[config.mk]
export PLATFORM = sky130hd
export DESIGN_NAME = serial_csa_adder
export DESIGN_NICKNAME = d
export VERILOG_FILES = /design/src/rtl/sca_pkg.sv /design/src/rtl/sca_operand_reg.sv /design/src/rtl/sca_bit_adder.sv /design/src/rtl/sca_ctrl.sv /design/src/rtl/serial_csa_adder.sv
export SDC_FILE = /design/constraint.sdc
export NUM_CORES = 1
export LEC_CHECK = 0
export ABC_AREA = 1
export CORE_ASPECT_RATIO = 0.75
export CORE_MARGIN = 1.5
export CORE_UTILIZATION = 50
export CTS_CLUSTER_SIZE = 14
export DETAILED_ROUTE_END_ITERATION = 8
export GPL_ROUTABILITY_DRIVEN = 0
export GPL_TIMING_DRIVEN = 0
export PLACE_DENSITY = 0.78
export SETUP_SLACK_MARGIN = 0.02
export SLEW_MARGIN = 20
export SYNTH_ARGS = -nofsm -noshare
export SYNTH_HDL_FRONTEND = slang
export SYNTH_HIERARCHICAL = 1
export SYNTH_SLANG_ARGS = --single-unit
[constraint.sdc]
create_clock -name clk -period 1.72 [get_ports clk]
set_input_delay 0.258 -clock clk [delete_from_list [all_inputs] [get_ports clk]]
set_output_delay 0.258 -clock clk [all_outputs]
set_load 0.005 [all_outputs]
[src/rtl/sca_pkg.sv]
package sca_pkg;
    typedef enum logic [1:0] {
        ST_IDLE = 2'd0,
        ST_RUN  = 2'd1,
        ST_DONE = 2'd2
    } sca_state_e;
endpackage

[src/rtl/sca_operand_reg.sv]
module sca_operand_reg #(
    parameter int WIDTH = 32
) (
    input  logic             clk,
    input  logic             rst_n,
    input  logic             load,
    input  logic             shift,
    input  logic [WIDTH-1:0] d,
    output logic [WIDTH-1:0] q
);
    always_ff @(posedge clk or negedge rst_n) begin
        if (!rst_n) begin
            q <= '0;
        end else if (load) begin
            q <= d;
        end else if (shift) begin
            q <= {1'b0, q[WIDTH-1:1]};
        end
    end


    load_cap_chk: assert property (@(posedge clk) disable iff (!rst_n)
        load |=> q == $past(d));


    op_hold_chk: assert property (@(posedge clk) disable iff (!rst_n)
        (!load && !shift) |=> $stable(q));


    op_step_chk: assert property (@(posedge clk) disable iff (!rst_n)
        (!load && shift) |=> q[WIDTH-1] == 1'b0);
endmodule

[src/rtl/sca_bit_adder.sv]
module sca_bit_adder (
    input  logic clk,
    input  logic rst_n,
    input  logic load,
    input  logic shift,
    input  logic a_bit,
    input  logic b_bit,
    output logic sum_bit,
    output logic carry_q
);
    logic carry_d;

    always_comb begin
        sum_bit = a_bit ^ b_bit ^ carry_q;
        carry_d = (a_bit & b_bit) | (a_bit & carry_q) | (b_bit & carry_q);
    end

    always_ff @(posedge clk or negedge rst_n) begin
        if (!rst_n) begin
            carry_q <= 1'b0;
        end else if (load) begin
            carry_q <= 1'b0;
        end else if (shift) begin
            carry_q <= carry_d;
        end
    end


    carry_clr_chk: assert property (@(posedge clk) disable iff (!rst_n)
        load |=> carry_q == 1'b0);


    carry_hold_chk: assert property (@(posedge clk) disable iff (!rst_n)
        (!load && !shift) |=> $stable(carry_q));


    carry_gen_chk: assert property (@(posedge clk) disable iff (!rst_n)
        (!load && shift && a_bit && b_bit) |=> carry_q);
endmodule

[src/rtl/sca_ctrl.sv]
module sca_ctrl
    import sca_pkg::*;
#(
    parameter int WIDTH = 32
) (
    input  logic       clk,
    input  logic       rst_n,
    input  logic       load,
    input  logic       shift_en,
    output sca_state_e state,
    output logic       advance,
    output logic       bit_valid,
    output logic       done
);
    localparam int CNT_W = $clog2(WIDTH + 1);
    localparam logic [CNT_W-1:0] LAST = CNT_W'(WIDTH - 1);

    sca_state_e       state_nx;
    logic [CNT_W-1:0] cnt;

    // state register
    always_ff @(posedge clk or negedge rst_n) begin
        if (!rst_n) begin
            state <= ST_IDLE;
        end else begin
            state <= state_nx;
        end
    end

    // next state
    always_comb begin
        state_nx = state;
        unique case (state)
            ST_IDLE: if (load) state_nx = ST_RUN;
            ST_RUN: begin
                if (load) begin
                    state_nx = ST_RUN;
                end else if (shift_en && cnt == LAST) begin
                    state_nx = ST_DONE;
                end
            end
            ST_DONE: if (load) state_nx = ST_RUN;
            default: state_nx = ST_IDLE;
        endcase
    end

    // position counter
    always_ff @(posedge clk or negedge rst_n) begin
        if (!rst_n) begin
            cnt <= '0;
        end else if (load) begin
            cnt <= '0;
        end else if (advance) begin
            cnt <= cnt + 1'b1;
        end
    end

    // outputs
    always_comb begin
        advance   = 1'b0;
        bit_valid = 1'b0;
        done      = 1'b0;
        unique case (state)
            ST_IDLE: ;
            ST_RUN: begin
                bit_valid = 1'b1;
                advance   = shift_en && !load;
            end
            ST_DONE: done = 1'b1;
            default: ;
        endcase
    end


    cnt_bound_chk: assert property (@(posedge clk) disable iff (!rst_n)
        state == ST_RUN |-> cnt <= LAST);


    done_entry_chk: assert property (@(posedge clk) disable iff (!rst_n)
        $rose(done) |-> $past(state) == ST_RUN && $past(shift_en));


    done_hold_chk: assert property (@(posedge clk) disable iff (!rst_n)
        (done && !load) |=> done);


    load_run_chk: assert property (@(posedge clk) disable iff (!rst_n)
        load |=> state == ST_RUN);
endmodule

[src/rtl/serial_csa_adder.sv]
module serial_csa_adder
    import sca_pkg::*;
#(
    parameter int WIDTH = 32
) (
    input  logic             clk,
    input  logic             rst_n,
    input  logic             load,
    input  logic             conv_en,
    input  logic [WIDTH-1:0] op_a,
    input  logic [WIDTH-1:0] op_b,
    input  logic             shift_en,
    output logic             sum_bit,
    output logic             bit_valid,
    output logic [WIDTH-1:0] result,
    output logic             done
);
    sca_state_e       state;
    logic             advance;
    logic             mode_q;
    logic             carry_q;
    logic [WIDTH-1:0] a_q;
    logic [WIDTH-1:0] b_q;

    sca_ctrl #(.WIDTH(WIDTH)) u_ctrl (
        .clk       (clk),
        .rst_n     (rst_n),
        .load      (load),
        .shift_en  (shift_en),
        .state     (state),
        .advance   (advance),
        .bit_valid (bit_valid),
        .done      (done)
    );

    sca_operand_reg #(.WIDTH(WIDTH)) u_reg_a (
        .clk   (clk),
        .rst_n (rst_n),
        .load  (load),
        .shift (advance),
        .d     (op_a),
        .q     (a_q)
    );

    sca_operand_reg #(.WIDTH(WIDTH)) u_reg_b (
        .clk   (clk),
        .rst_n (rst_n),
        .load  (load),
        .shift (advance),
        .d     (op_b),
        .q     (b_q)
    );

    sca_bit_adder u_fa (
        .clk     (clk),
        .rst_n   (rst_n),
        .load    (load),
        .shift   (advance),
        .a_bit   (a_q[0]),
        .b_bit   (b_q[0]),
        .sum_bit (sum_bit),
        .carry_q (carry_q)
    );

    always_ff @(posedge clk or negedge rst_n) begin
        if (!rst_n) begin
            mode_q <= 1'b0;
            result <= '0;
        end else if (load) begin
            mode_q <= conv_en;
            result <= '0;
        end else if (advance && mode_q) begin
            result <= {sum_bit, result[WIDTH-1:1]};
        end
    end


    pass_zero_chk: assert property (@(posedge clk) disable iff (!rst_n)
        !mode_q |-> result == '0);


    result_still_chk: assert property (@(posedge clk) disable iff (!rst_n)
        (!advance && !load) |=> $stable(result));


    result_top_chk: assert property (@(posedge clk) disable iff (!rst_n)
        (advance && mode_q && !load) |=> result[WIDTH-1] == $past(sum_bit));


    valid_state_chk: assert property (@(posedge clk) disable iff (!rst_n)
        bit_valid |-> !done);
endmodule

* Word-level counts from Yosys, hierarchy flattened
Index checks and enable logic that the tools add are counted.
** Operators by class
- Equality and inequality tests :: 5
- Bitwise gates (word level) :: 7
- Multiplexer cells :: 17
- Reductions and logical operators :: 9
- Add/subtract/negate cells :: 1
** Operators by type and width (count)
- two-way mux 32 bit :: 6
- two-way mux 6 bit :: 2
- adder 6 x 1 -> 6 bit, second input constant :: 1
- equality test 6 x 5 -> 1 bit, second input constant :: 1
- two-way mux 2 bit :: 3
- two-way mux 1 bit :: 5
- case mux 2 bit (2 select lines) :: 1
- nonzero test 2 bit :: 2
- bitwise AND 1 bit :: 3
- logical AND 1 bit :: 3
- inequality test 3 x 2 -> 1 bit, second input constant :: 1
- equality test 2 x 1 -> 1 bit, second input constant :: 1
- equality test 2 bit, second input constant :: 1
- zero test 2 bit :: 1
- inequality test 2 x 1 -> 1 bit, second input constant :: 1
- bitwise OR 1 bit :: 2
- AND reduction 2 bit :: 1
- OR reduction 2 bit :: 1
- XOR 1 bit :: 2
- zero test 1 bit :: 1
** Word-level totals
- Bits in registers :: 106
- Output and inout port bits :: 35
- Input port bits :: 69
- Word-level logic and storage cells :: 46

* Logic depth before layout (Yosys ltp)
- Depth after elaboration :: 6
- Depth in mapped cells :: 8
- Mapped depth without buffers :: 7

* Modules after synthesis
The synthesis kept the hierarchy.
** Modules (own cells, without submodules)
- sca_operand_reg :: area an instance 1481.4 µm², cells an instance 174, times used 2
- serial_csa_adder :: area an instance 1770.4 µm², cells an instance 212, times used 1
- sca_ctrl :: area an instance 447.9 µm², cells an instance 58, times used 1
- sca_bit_adder :: area an instance 65.1 µm², cells an instance 7, times used 1

* Worst setup path before layout
OpenSTA, ideal clock, no wires.
- Kind :: reg2reg
- Start :: register u_ctrl.state[1]
- End :: register result[10]
- Required time :: 1.604 ns
- Arrival :: 1.260 ns
- Path slack :: 0.343 ns
- Cell stages (with the launch flop) :: 8
- Setup time :: 0.116 ns
- Path through :: dfrtp_1 -> inv_1 -> nand2_2 -> nor2_8 -> nand2_4 -> buf_4 -> nand3_1 -> nand2_1
** On the way
- Cells in the longest elaborated chain, start to end :: 4
** RTL lines
- start: declaration :: RTL line sca_ctrl.sv:10 : output sca_state_e state,
- start signal: assignment :: RTL line sca_ctrl.sv:26 : state <= state_nx;
- equality test 2 x 1 -> 1 bit :: RTL line sca_ctrl.sv:63 : unique case (state)
- two-way mux 1 bit :: RTL line sca_ctrl.sv:63
- net advance :: RTL line serial_csa_adder.sv:19 : logic advance;
- logical AND 1 bit :: RTL line serial_csa_adder.sv:72 : end else if (advance && mode_q) begin
- nonzero test 2 bit (no source line)
- end signal: assignment :: RTL line serial_csa_adder.sv:73 : result <= {sum_bit, result[WIDTH-1:1]};
- end: declaration :: RTL line serial_csa_adder.sv:15 : output logic [WIDTH-1:0] result,
The timed path passes the listed nets, and every way through them passes these cells.
A chain may end at the register's enable or synchronous reset.

* Worst setup path after layout
- Start :: register u_fa.carry_q
- End :: output sum_bit
** On the way
- Cells in the longest elaborated chain, start to end :: 1
** RTL lines
- start: declaration :: RTL line sca_bit_adder.sv:9 : output logic carry_q
- start signal: assignment :: RTL line sca_bit_adder.sv:24 : carry_q <= carry_d;
- XOR 1 bit :: RTL line sca_bit_adder.sv:14 : sum_bit = a_bit ^ b_bit ^ carry_q;
- end: declaration :: RTL line serial_csa_adder.sv:13 : output logic sum_bit,
No other way between the ends.

==> reports/qor.yml <==
cp-startpoint: "u_fa/carry_q$_DFFE_PN0P_"
crit_arrival_ns: 1.43
initial_core_util_pct: 51.2
via_per_inst: 5.03
r2r_setup_slack_ns: 0.35
p_seq_share_pct: 51.4
rsz0062_at_grt: "true"
wl_per_cell_um: 12.7
rr_worst_depth: 8
h-tree-depth: 3
hold_violations: 0
switching_share_pct: 24.8
cts_made_buffers: 9
yosysMostFrequentCell: "nand2_1"
worst_slew_margin_rel_pct: 70.9
hold_slack_ns: 0.387
netlist_area_mm2: 0.00525
status: "finished clean"
grtUsageTotal_pct: 21.6
clk-insertion-delay-late_ns: 0.34
utilization_pct: 66.6
yosysTopAreaCellShare_pct: 50.6
required_ns: 1.46
areaGrowthSynthToFinish_pct: 30.1
die_h_um: 91.7
antenna_found_initial: 0
clk_path_buf_depth: 2
core-area_mm2: 0.0102
critPathMaxFanout: 2
comb_power_share_pct: 13.7
syn_area_per_cell_um2: 8.39
insertedDiodeCount: 0
synth_ff_type: "dfrtp_1"
synth_top_area_cell: "dfrtp_1"
period_needed_ns: 1.69
drtIter0Drc: 275
clock-sinks: 106
end_kind: "primary output"
grt_overflow: 0
synth_edf_count: 0
syn_inst: 625
hp-class: "in2async"
p_switching_mw: 1.33
ys_warn_count: 6
p_int_mw: 4.04
power-per-cell-area_mw_per_mm2: 787
peakVddDrop_v: 0.000614
grt_pass1_wl_um: 19500
grt_max_degree: 70
setup_tns_ns: 0
worstMarginPinSlew_ns: 0.436
vias: 4456
synth_seq_cells: 106
syn-num-nets: 696
total_power_mw: 5.37
rr_endpoint: "u_reg_b/q[14]$_DFFE_PN0P_"
grt_pass1_vias: 4279
drtPass1Iterations: 4
maxCapViolCount: 0
crit_type: "reg2out"
nets: 817
fin_skew_ns: 0.00673
io_pins: 104
drv_slew: 0
synthTopCellsByArea: "dfrtp_1, nand2_1, nand3_1, buf_6, nand3_2"
setup_viol: 0
dp_hpwl_um: 7970
drt-total-wl_um: 11200
start_kind: "flop"
ys_top_cells_by_count: "nand2_1, nand3_1, dfrtp_1, inv_1, nor2_1"
power_frac_clock_pct: 34.9
reg2reg_from: "u_ctrl/state[0]$_DFFE_PN0P_"
die_w_um: 121
p_leak_nw: 3.23
ant_nets: 0
yosysSeqAreaShare_pct: 50.6
cts_tree: "done"
cts_root_buffer: "clkbuf_16"
post_synth_num_cell_types: 25
layout-drive-gt1-share_pct: 13.5
clk_pin_slew_ns: 0.07
row_count: 32
fmax_mhz: 592
die-area_mm2: 0.0111
async_flop_share_pct: 100
period_share_pct: 98.2
drcViolationCount: 0
portBuffers: 103
registers in the layout, indices dropped and copies added, names as in the netlist:
signal and count:
u_reg_b/q 32, result 32, u_fa/carry_q 1, u_reg_a/q 32
mode_q 1, u_ctrl/cnt 6, u_ctrl/state 2
power groups by stage:
stage	clock network, mW	registers, mW	logic (mW)
after global routing	2.06	2.78	0.820
after global placement	0	2.80	0.694
after CTS	1.94	2.76	0.737
final	1.87	2.76	0.735
after floorplan	0	2.78	0.401
after detailed placement	0	2.80	0.723
repair_timing:
action,4_1_cts,5_1_grt
setup endpoints to repair,33,9
endpoints found under the hold margin,37,0
setup buffers,4,1
hold buffers,1,0
pin swaps,2,1
resized for setup,8,2
worst max-delay path, cell delays in order (launching register included):
cell	delay, ns
dfrtp_1	0.40
fa_1	0.58
buf_2	0.12
metrics by stage:
stage | setup slack, ns | instance area [um2] | instances
after detailed placement | -0.432 | 6480 | 865
after CTS | -0.00989 | 6810 | 885
after floorplan | 0.343 | 5250 | 625
after global routing | -0.0187 | 6820 | 886
after global placement | -3.64 | 6450 | 864
final | 0.0302 | 6820 | 886
routing by layer:
layer,up-vias,global-route usage (%),routed length (um)
met4,0,5.59,68
li1,2229,-,-
met2,101,35.5,5430
met3,8,4.66,411
met1,2118,29.0,5340
met5,-,0,0
kinds of logic (layout without fill, tap and decap cells):
family,count (synthesis),after routing,share of synthesized area (%)
adder cells (fa/ha/maj),2,2,0.620
AND/OR/NAND/NOR,423,423,37.3
AO/OA/AOI/OAI,6,6,0.644
XOR/XNOR,1,1,0.167
buffers and inverters,87,212,10.7
flip-flops,106,106,50.6
worst max path at each step:
| stage | end | slack [ns] | cells past startpoint |
|---|---|---|---|
| after floorplan | result[10]$_DFFE_PN0P_ | 0.34 | 7 |
| after global placement | u_reg_a/q[15]$_DFFE_PN0P_ | -3.64 | 1 |
| after CTS | sum_bit | -0.01 | 2 |
| final | sum_bit | 0.03 | 2 |
| after detailed placement | result[16]$_DFFE_PN0P_ | -0.43 | 8 |
| after global routing | sum_bit | -0.02 | 2 |
area by class of cell:
class	instances	area, um2
clock buffers	11	243
inverters	48	193
plain buffers	39	369
clock inverters	4	28.8
fillers	856	3430
repair buffers	110	1130
well taps	136	170
flip-flops and latches	106	2650
multi-input cells	432	2040
cell usage in the layout, fill, tap and decap left out, types with 2 or more instances in the layout:
master           count
nand3_2             24
clkbuf_16            9
buf_12               2
nand2_1            215
dfrtp_1            106
inv_1               39
inv_2                7
dlymetal6s2s_1       2
nand3_1            138
buf_4                6
buf_6               26
clkdlybuf4s50_1     98
clkinvlp_4           2
nor2_1              39
nor2_4               2
buf_2               11
o21ai_1              3
nand2_4              2
Power figures use the tool's default switching activity.
